File: config.mk
export PLATFORM = sky130hd
export DESIGN_NAME = ptmr_top
export DESIGN_NICKNAME = d
export VERILOG_FILES = /design/src/rtl/ptmr_pkg.sv /design/src/rtl/ptmr_prescaler.sv /design/src/rtl/ptmr_channel.sv /design/src/rtl/ptmr_bus.sv /design/src/rtl/ptmr_top.sv
export SDC_FILE = /design/constraint.sdc
export NUM_CORES = 1
export LEC_CHECK = 0
export BUFFER_PORTS_ARGS = -buffer_cell sky130_fd_sc_hd__buf_2
export CAP_MARGIN = 20
export CORE_MARGIN = 4
export CORE_UTILIZATION = 50
export CTS_CLUSTER_SIZE = 30
export DETAILED_ROUTE_END_ITERATION = 12
export MAX_ROUTING_LAYER = met4
export PLACE_DENSITY = 0.7
export SLEW_MARGIN = 20
export SYNTH_ARGS = -nofsm -noshare
export SYNTH_HDL_FRONTEND = slang
export SYNTH_SLANG_ARGS = --single-unit
File: constraint.sdc
create_clock -name clk -period 4.6 [get_ports clk]
set_input_delay 0.92 -clock clk [delete_from_list [all_inputs] [get_ports clk]]
set_output_delay 0.92 -clock clk [all_outputs]
set_load 0.005 [all_outputs]
File: src/rtl/ptmr_pkg.sv
package ptmr_pkg;

    localparam int NUM_DIV = 4;              // selectable divisions
    localparam int DIV_STEP = 2;             // log2 ratio between taps
    localparam int PRE_W = NUM_DIV * DIV_STEP;

    typedef enum logic [1:0] {
        SEL_RELOAD = 2'd0,
        SEL_COUNT  = 2'd1,
        SEL_CTRL   = 2'd2,
        SEL_NONE   = 2'd3
    } reg_sel_e;

    // control word, bit 4 down to bit 0
    typedef struct packed {
        logic       flag;
        logic       irq_en;
        logic       edge_sel;
        logic [1:0] div_sel;
    } ctrl_t;

    localparam int CTRL_W = $bits(ctrl_t);

    // tap k fires when the low 2*(k+1) prescaler bits are all ones
    function automatic logic tap_hit(input logic [PRE_W-1:0] pre, input int k);
        logic [PRE_W-1:0] mask;
        mask = PRE_W'((1 << (DIV_STEP * (k + 1))) - 1);
        return (pre & mask) == mask;
    endfunction

endpackage

File: src/rtl/ptmr_prescaler.sv
module ptmr_prescaler
    import ptmr_pkg::*;
(
    input  logic               clk,
    input  logic               rst,
    output logic [NUM_DIV-1:0] ticks
);
    logic [PRE_W-1:0] pre_q;

    always_ff @(posedge clk) begin
        if (rst) pre_q <= '0;
        else     pre_q <= pre_q + PRE_W'(1);
    end

    for (genvar k = 0; k < NUM_DIV; k++) begin : g_tap
        assign ticks[k] = tap_hit(pre_q, k);
    end
endmodule

File: src/rtl/ptmr_channel.sv
module ptmr_channel
    import ptmr_pkg::*;
#(
    parameter int CW = 32
) (
    input  logic               clk,
    input  logic               rst,
    input  logic               run,
    input  logic [NUM_DIV-1:0] ticks,
    input  logic               wr_reload,
    input  logic               wr_count,
    input  logic               wr_ctrl,
    input  logic [CW-1:0]      wdata,
    output logic [CW-1:0]      count_q,
    output logic [CW-1:0]      reload_q,
    output ctrl_t              ctrl_q,
    output logic               irq
);
    logic step;
    logic at_zero;
    logic uflow;

    assign step    = run && ticks[ctrl_q.div_sel];
    assign at_zero = (count_q == '0);
    assign uflow   = step && at_zero && !wr_count;

    always_ff @(posedge clk) begin
        if (rst) begin
            count_q  <= '1;
            reload_q <= '1;
            ctrl_q   <= '0;
        end else begin
            if (wr_reload) reload_q <= wdata;

            if (wr_count)     count_q <= wdata;
            else if (step)    count_q <= at_zero ? reload_q : count_q - CW'(1);

            if (wr_ctrl) begin
                ctrl_q.div_sel  <= wdata[1:0];
                ctrl_q.edge_sel <= wdata[2];
                ctrl_q.irq_en   <= wdata[3];
            end

            if (uflow)                   ctrl_q.flag <= 1'b1;
            else if (wr_ctrl && !wdata[4]) ctrl_q.flag <= 1'b0;
        end
    end

    assign irq = ctrl_q.flag && ctrl_q.irq_en;
endmodule

File: src/rtl/ptmr_bus.sv
module ptmr_bus
    import ptmr_pkg::*;
#(
    parameter int NCH = 3,
    parameter int CW  = 32,
    parameter int AW  = 4
) (
    input  logic [AW-1:0]           addr,
    input  logic                    we,
    input  logic [NCH-1:0]          start_q,
    input  logic [NCH-1:0][CW-1:0]  count_v,
    input  logic [NCH-1:0][CW-1:0]  reload_v,
    input  ctrl_t [NCH-1:0]         ctrl_v,
    output logic                    wr_start,
    output logic [NCH-1:0]          wr_reload,
    output logic [NCH-1:0]          wr_count,
    output logic [NCH-1:0]          wr_ctrl,
    output logic [CW-1:0]           rdata
);
    localparam int BW = AW - 2;

    logic [BW-1:0] blk;
    reg_sel_e      sel;

    assign blk = addr[AW-1:2];
    assign sel = reg_sel_e'(addr[1:0]);

    always_comb begin
        wr_start  = we && (addr == '0);
        wr_reload = '0;
        wr_count  = '0;
        wr_ctrl   = '0;
        rdata     = '0;
        if (addr == '0) rdata = CW'(start_q);
        for (int i = 0; i < NCH; i++) begin
            if (blk == BW'(i + 1)) begin
                unique case (sel)
                    SEL_RELOAD: begin
                        wr_reload[i] = we;
                        rdata        = reload_v[i];
                    end
                    SEL_COUNT: begin
                        wr_count[i] = we;
                        rdata       = count_v[i];
                    end
                    SEL_CTRL: begin
                        wr_ctrl[i] = we;
                        rdata      = CW'(ctrl_v[i]);
                    end
                    default: rdata = '0;
                endcase
            end
        end
    end
endmodule

File: src/rtl/ptmr_top.sv
module ptmr_top
    import ptmr_pkg::*;
#(
    parameter int NCH = 3,
    parameter int CW  = 32,
    parameter int AW  = $clog2(NCH + 1) + 2
) (
    input  logic           clk,
    input  logic           rst,
    input  logic [AW-1:0]  bus_addr,
    input  logic [CW-1:0]  bus_wdata,
    input  logic           bus_we,
    output logic [CW-1:0]  bus_rdata,
    output logic [NCH-1:0] irq
);
    logic [NUM_DIV-1:0]     ticks;
    logic [NCH-1:0]         start_q;
    logic                   wr_start;
    logic [NCH-1:0]         wr_reload;
    logic [NCH-1:0]         wr_count;
    logic [NCH-1:0]         wr_ctrl;
    logic [NCH-1:0][CW-1:0] count_v;
    logic [NCH-1:0][CW-1:0] reload_v;
    ctrl_t [NCH-1:0]        ctrl_v;
    logic [NCH-1:0]         flag_v;

    ptmr_prescaler u_pre (
        .clk   (clk),
        .rst   (rst),
        .ticks (ticks)
    );

    always_ff @(posedge clk) begin
        if (rst)           start_q <= '0;
        else if (wr_start) start_q <= bus_wdata[NCH-1:0];
    end

    ptmr_bus #(.NCH(NCH), .CW(CW), .AW(AW)) u_bus (
        .addr      (bus_addr),
        .we        (bus_we),
        .start_q   (start_q),
        .count_v   (count_v),
        .reload_v  (reload_v),
        .ctrl_v    (ctrl_v),
        .wr_start  (wr_start),
        .wr_reload (wr_reload),
        .wr_count  (wr_count),
        .wr_ctrl   (wr_ctrl),
        .rdata     (bus_rdata)
    );

    for (genvar n = 0; n < NCH; n++) begin : g_ch
        ptmr_channel #(.CW(CW)) u_ch (
            .clk       (clk),
            .rst       (rst),
            .run       (start_q[n]),
            .ticks     (ticks),
            .wr_reload (wr_reload[n]),
            .wr_count  (wr_count[n]),
            .wr_ctrl   (wr_ctrl[n]),
            .wdata     (bus_wdata),
            .count_q   (count_v[n]),
            .reload_q  (reload_v[n]),
            .ctrl_q    (ctrl_v[n]),
            .irq       (irq[n])
        );
        assign flag_v[n] = ctrl_v[n].flag;
    end
endmodule

==> results of run 1 <==
## placed cells by master (no fill, tap or decap), drive strengths merged, types with 6 or more instances in the layout
master,Yosys,layout
xnor2,24,24
nand2,305,305
o21ai,92,92
nand3,114,114
or4,13,13
nor2b,8,8
o22ai,8,8
a211o,16,16
nand3b,98,98
nor3,50,50
a211oi,31,31
a222oi,16,16
or3,17,17
mux2,9,9
buf,19,110
inv,31,31
nand4,18,18
and3,26,26
a22oi,13,13
ha,7,7
mux4,19,19
or2,9,9
nand2b,6,6
dfxtp,218,218
clkbuf,133,38
a31oi,6,6
o31ai,11,11
a21oi,98,98
xor2,27,27
a21o,7,7
mux2i,28,28
nor4,30,30
nand4b,10,10
o211ai,42,42
nor2,103,103
a2111o,8,8
## logic make-up after synthesis
family,Yosys count
XOR/XNOR,51
multiplexers,56
buffers and inverters,183
AND/OR/NAND/NOR,825
adder cells (fa/ha/maj),7
flip-flops,218
AO/OA/AOI/OAI,396
## registers in the layout, indices dropped and copies added (netlist names)
register	flops
g_ch.u_ch.reload_q	96
u_pre.pre_q	8
g_ch.u_ch.count_q	96
g_ch.u_ch.ctrl_q	15
start_q	3
## worst max-delay path by stage
stage	to	slack [ns]
after floorplan	bus_rdata[3]	0.83
after CTS	bus_rdata[5]	0.89
after global routing	bus_rdata[5]	0.68
final	bus_rdata[5]	0.82
after global placement	bus_rdata[3]	0.92
after detailed placement	bus_rdata[5]	0.91
## area by class of cell
cell class / count / area share (%)
antenna: 1 / 0.0171
clock buffer: 38 / 5.23
clock inverter: 5 / 0.445
inverter: 31 / 0.795
multi-input combinational: 1335 / 56.1
sequential: 218 / 29.8
tap: 335 / 2.86
timing repair buffer: 110 / 4.70
## power breakdown
part / total [mW] / leakage (nW) / switching (mW) / internal [mW]
clock network: 2.04 / 0.410 / 0.838 / 1.20
registers: 1.99 / 1.77 / 0.0585 / 1.93
logic: 0.396 / 3.48 / 0.242 / 0.154
## metrics by stage
step	setup WS [ns]	utilization (%)	cell area [um2]	power, mW	instances
global route	0.684	56.1	14600	4.56	2073
CTS	0.895	56.1	14600	4.43	2072
global placement	0.921	52.9	13800	2.41	2029
finish	0.820	56.1	14600	4.42	2073
detailed placement	0.909	52.9	13800	2.42	2029
floorplan	0.825	-	13300	2.25	1736
## cells in the mapped netlist (24+ instances only)
library cell,instances,area (um2)
and3_1,26,163
nand3b_1,98,736
nand2_1,305,1140
mux2i_1,28,280
o21ai_0,91,455
nor3_1,47,235
xor2_1,27,236
nor2_1,103,387
clkbuf_1,133,499
o211ai_1,42,315
xnor2_1,24,210
a21oi_1,98,490
inv_1,31,116
nand3_1,113,566
nor4_1,27,169
a211oi_1,31,233
dfxtp_1,218,4360
## layer usage
metal	vias up	wire length [um]	GRT usage, %
li1	6294	-	-
met5	-	0	-
met2	754	21700	50.9
met3	140	4040	4.07
met1	6552	19700	44.4
met4	0	2470	14.2
==> metrics.csv, run 1 <==
stage,metric,value,unit
logic_synthesis,ys_seq_elements,218,
final_layout,nets,1768,
sta,whs,0.459,ns
logic_synthesis,synth-xor-area-share,3.37,%
pwr,p_leak,5.66,nW
sta,slew_viol_final,0,
critical_path,cpPeakStageDelay,0.50,ns
detailed_routing,routed_via_density,6.63,
sta,setup_viol,0,
logic_synthesis,synthSimpleGateAreaFrac,31.6,%
final_layout,multiInputGateArea,0.00821,mm2
clocking,cts.sinks,218,
hold_path,hold_end,u_pre.pre_q[0],
sta,finClkSkew,0.0287,ns
logic_synthesis,ys_warn_count,0,
logic_synthesis,synth_fa_ha_area_share,0.661,%
critical_path,reg2regPathDepth,6,
clocking,clk-insertion-delay-late,0.56,ns
logic_synthesis,synth-compound-area-share,19.9,%
final_layout,regArea,0.00436,mm2
sta,post-route-period-util,82.2,%
logic_synthesis,ys_seq_area_share,32.9,%
sta,tns,0,ns
detailed_routing,first_pass_iters,8,
critical_path,path_buf_inv,4,
floorplanning,die-area,0.0292,mm2
global_routing,grt_pass1_wl,74700,um
critical_path,worstSetupEndpointType,output port,
sta,fmax,0.265,GHz
logic_synthesis,synth_fp_nets,1782,
global_routing,antenna_found_initial,1,
critical_path,timing.critical_path.mode_cell,buf_2,
placement,hpwl,33100,um
floorplanning,die_w,171,um
logic_synthesis,synth_edf_count,0,
floorplanning,start_util,50.8,%
global_routing,grt_max_degree,132,
logic_synthesis,syn_area,0.0133,mm2
global_routing,grt_overflow,0,
floorplanning,die_y,171,um
global_routing,grt_util_all_layers,33.2,%
critical_path,cp-startpoint,bus_addr[3],
sta,maxSlewHeadroom,35.3,%
detailed_routing,wl_per_cell,23.1,um
floorplanning,std_cell_rows,59,
critical_path,critPathTopFamily,buffers and inverters,
critical_path,worstPathRequired,3.68,ns
clocking,cts.path.max_buffers,3,
detailed_routing,antenna_left,0,
hold_path,whs_path_depth,1,
placement,io_buffers,73,
clocking,clk_pin_slew,0.06,ns
flow_run,max-cap-violations,0,
detailed_routing,routed_wl,47900,um
floorplanning,coreArea,0.0261,mm2
run_status,outcome,"finished, final reports clean",
critical_path,path_max_fanout,29,
placement,gp_congestion,0.975,
logic_synthesis,yosys_most_used_dff,dfxtp_1,
sta,fin_crit,3.78,ns
detailed_routing,drt-initial-drc-count,1753,
critical_path,r2r_start,g_ch[2].u_ch.count_q[27],
clocking,cts_tree,yes,
sta,hold_viol,0,
critical_path,slowest_stage,nand2b_1,
logic_synthesis,synth.distinct_cells,70,
critical_path,arrival,2.86,ns
final_layout,areaGrowthSynthToFinish,10.4,%
global_routing,grt_pass1_vias,12600,
clocking,cts-root-buf,clkbuf_16,
pwr,ir_worst_vdd,0.266,mV
logic_synthesis,synthMuxAreaShare,6.11,%
critical_path,worst_r2r_endpoint,g_ch[2].u_ch.count_q[7],
clocking,ctsResizeCount,0,
critical_path,worstSetupPathDepth,7,
sta,worst_pin_slew,0.970,ns
detailed_routing,via_count,13700,
hold_path,hold_path_class,reg -> reg,
logic_synthesis,synth_top_family_by_area,simple AND/OR/NAND/NOR gates,
logic_synthesis,synth_area_per_cell,7.63,um2
floorplanning,pin_count,74,
clocking,htree_num_levels,1,
detailed_routing,drc,0,
clocking,cts_buffers,26,
pwr,power_density,302,mW/mm2
final_layout,drive_gt1_share,12.0,%
final_layout,fillers,2450,
clocking,postCtsSetupBuffers,0,
critical_path,cp-start-kind,primary input,
clocking,hold_buffers,0,
sta,rsz0062_at_grt,no,
logic_synthesis,synthArstFlopShare,0,%
logic_synthesis,syn_inst,1736,
critical_path,r2r_slack,1.12,ns
critical_path,worstPathCellList,buf_2 > nand2b_1 > nor2_1 > buf_4 > a222oi_1 > inv_1 > buf_2,
hold_path,hold_path.startpoint,u_pre.pre_q[0],
critical_path,crit_type,in -> out,
No activity file was read; power rests on OpenSTA's default activity.
==> run 2, diff against run 1 <==
--- a/config.mk
+++ b/config.mk
@@ -5,6 +5,7 @@
 export SDC_FILE = /design/constraint.sdc
 export NUM_CORES = 1
 export LEC_CHECK = 0
+export ABC_AREA = 1
 export BUFFER_PORTS_ARGS = -buffer_cell sky130_fd_sc_hd__buf_2
 export CAP_MARGIN = 20
 export CORE_MARGIN = 4
@@ -12,7 +13,7 @@
 export CTS_CLUSTER_SIZE = 30
 export DETAILED_ROUTE_END_ITERATION = 12
 export MAX_ROUTING_LAYER = met4
-export PLACE_DENSITY = 0.7
+export PLACE_DENSITY = 0.73
 export SLEW_MARGIN = 20
 export SYNTH_ARGS = -nofsm -noshare
 export SYNTH_HDL_FRONTEND = slang
==> constraint.sdc (replaced) <==
create_clock -name clk -period 3.3 [get_ports clk]
set_input_delay 0.66 -clock clk [delete_from_list [all_inputs] [get_ports clk]]
set_output_delay 0.66 -clock clk [all_outputs]
set_load 0.005 [all_outputs]
==> metrics.csv, run 2 <==
stage,metric,value,unit
logic_synthesis,synth_area_per_cell,6.07,um2
logic_synthesis,yosys_most_used_dff,dfxtp_1,
sta,setup_ws,0.216,ns
global_routing,grt_util_all_layers,36.3,%
pwr,ir_worst_vdd,0.376,mV
placement,place_area,0.0149,mm2
clocking,cts_tree,yes,
sta,setup_viol,0,
logic_synthesis,synthArstFlopShare,0,%
detailed_routing,antenna_left,0,
sta,post-route-period-util,93.5,%
clocking,postCtsSetupBuffers,0,
critical_path,crit_type,in -> out,
final_layout,mostFrequentLayoutCells,"nand2_1, inv_1, nand3_1",
placement,hpwl,42300,um
clocking,cts-root-buf,clkbuf_16,
floorplanning,die-area,0.0317,mm2
floorplanning,std_cell_rows,61,
critical_path,cp-start-kind,primary input,
logic_synthesis,syn_area,0.0144,mm2
clocking,hold_buffers,0,
sta,slew_viol_final,0,
sta,hold_viol,0,
clocking,clk_pin_slew,0.06,ns
detailed_routing,routed_wl,57100,um
logic_synthesis,ys_seq_area_share,30.2,%
floorplanning,start_util,51.3,%
clocking,ctsResizeCount,0,
sta,finClkSkew,0.00937,ns
detailed_routing,drt-initial-drc-count,2063,
global_routing,grt_overflow,0,
global_routing,grt_max_degree,68,
sta,worst_pin_slew,0.806,ns
placement,gp_congestion,1.05,
final_layout,areaGrowthSynthToFinish,9.95,%
logic_synthesis,synth_top_area_share,30.2,%
detailed_routing,via_count,16500,
detailed_routing,wl_per_cell,20.5,um
logic_synthesis,synth_fp_nets,2426,
final_layout,fin_area,0.0159,mm2
final_layout,reg_top3,"g_ch.u_ch.count_q (96), g_ch.u_ch.reload_q (96), g_ch.u_ch.ctrl_q (15)",
final_layout,drive_gt1_share,9.21,%
sta,rsz0062_at_grt,no,
logic_synthesis,synth.distinct_cells,40,
logic_synthesis,synth.top_cells.by_count,"nand2_1, inv_1, nand3_1",
flow_run,max-cap-violations,0,
clocking,cts.sinks,218,
logic_synthesis,synthTopCellsByArea,"dfxtp_1, nand2_1, nand3_1",
clocking,cts_buffers,26,
floorplanning,die_y,178,um
logic_synthesis,synth_edf_count,0,
floorplanning,die_w,178,um
final_layout,nets,2437,
detailed_routing,drc,0,
run_status,outcome,"finished, final reports clean",
sta,tns,0,ns
logic_synthesis,yosys.area.top_type,dfxtp_1,
placement,io_buffers,73,
floorplanning,pin_count,74,
sta,fmax,0.324,GHz
detailed_routing,routed_via_density,5.92,
clocking,clk-insertion-delay-late,0.55,ns
hold_path,hold_path_class,reg -> reg,
logic_synthesis,ys_warn_count,0,
critical_path,path_max_fanout,63,
global_routing,antenna_found_initial,0,
pwr,p_leak,7.84,nW
final_layout,final_common_cell,nand2_1,
pwr,power_density,416,mW/mm2
sta,maxSlewHeadroom,46.2,%
clocking,cts.path.max_buffers,3,
placement,place_ws,0.300,ns
critical_path,arrival,2.42,ns
logic_synthesis,ys_seq_elements,218,
critical_path,worstPathRequired,2.64,ns
global_routing,grt_pass1_wl,88100,um
logic_synthesis,syn_inst,2380,
sta,fin_crit,3.08,ns
logic_synthesis,synth.most_common_cell,nand2_1,
final_layout,final_util,56.4,%
clocking,htree_num_levels,1,
floorplanning,coreArea,0.0282,mm2
final_layout,n_antenna_cell,0,
critical_path,worstSetupEndpointType,output port,
global_routing,grt_pass1_vias,15100,
detailed_routing,first_pass_iters,6,
-- run 2: layer usage --
layer,wire length [um],vias to the layer above,GRT usage (%)
met3,6740,175,7.69
li1,-,7755,-
met2,24500,989,53.5
met5,0,-,-
met4,2510,0,13.9
met1,23300,7599,48.9
-- run 2: path summary, 6_finish.rpt --
path | from | to | slack [ns] | cells past startpoint
setup / recovery | bus_addr[1] | bus_rdata[20] | 0.22 | 8
hold / removal | u_pre.pre_q[0] | u_pre.pre_q[0] | 0.44 | 1
setup reg to reg | g_ch[2].u_ch.count_q[0] | g_ch[2].u_ch.count_q[23] | 0.82 | 7
hold reg to reg | u_pre.pre_q[0] | u_pre.pre_q[0] | 0.44 | 1
-- run 2: critical path, stage by stage --
cell,delay (ns)
buf_2,0.10
inv_2,0.08
nand2_2,0.37
buf_12,0.37
o22ai_1,0.40
nand2_1,0.11
nand3_1,0.14
buf_2,0.13
-- run 2: metrics by stage --
step | power, mW | hold WS (ns) | instances
6_report | 6.61 | 0.440 | 2789
5_1_grt | 6.77 | 0.472 | 2789
4_1_cts | 6.60 | 0.445 | 2789
3_5_place_dp | 3.48 | 0.436 | 2741
3_3_place_gp | 3.48 | 0.425 | 2741
2_1_floorplan | 3.18 | 0.413 | 2380
-- run 2: cell families after synthesis --
kind of cell | after synthesis | synth area share (%)
AO/OA/AOI/OAI | 470 | 18.5
adder cells (fa/ha/maj) | 7 | 0.606
XOR/XNOR | 31 | 1.88
buffers and inverters | 434 | 12.7
AND/OR/NAND/NOR | 1220 | 36.1
flip-flops | 218 | 30.2
-- run 2: power breakdown --
part	internal [mW]	switching, mW	leakage, nW	total, mW
Sequential	2.69	0.0525	1.77	2.74
Clock	1.91	1.25	0.454	3.16
Combinational	0.209	0.498	5.62	0.707
-- run 2: final cells by class --
| class | instances | area [um2] |
|---|---|---|
| well taps | 378 | 473 |
| fillers | 2839 | 12300 |
| flip-flops and latches | 218 | 4360 |
| clock inverters | 12 | 153 |
| repair buffers | 97 | 636 |
| multi-input cells | 1728 | 8260 |
| clock buffers | 36 | 790 |
| inverters | 320 | 1200 |
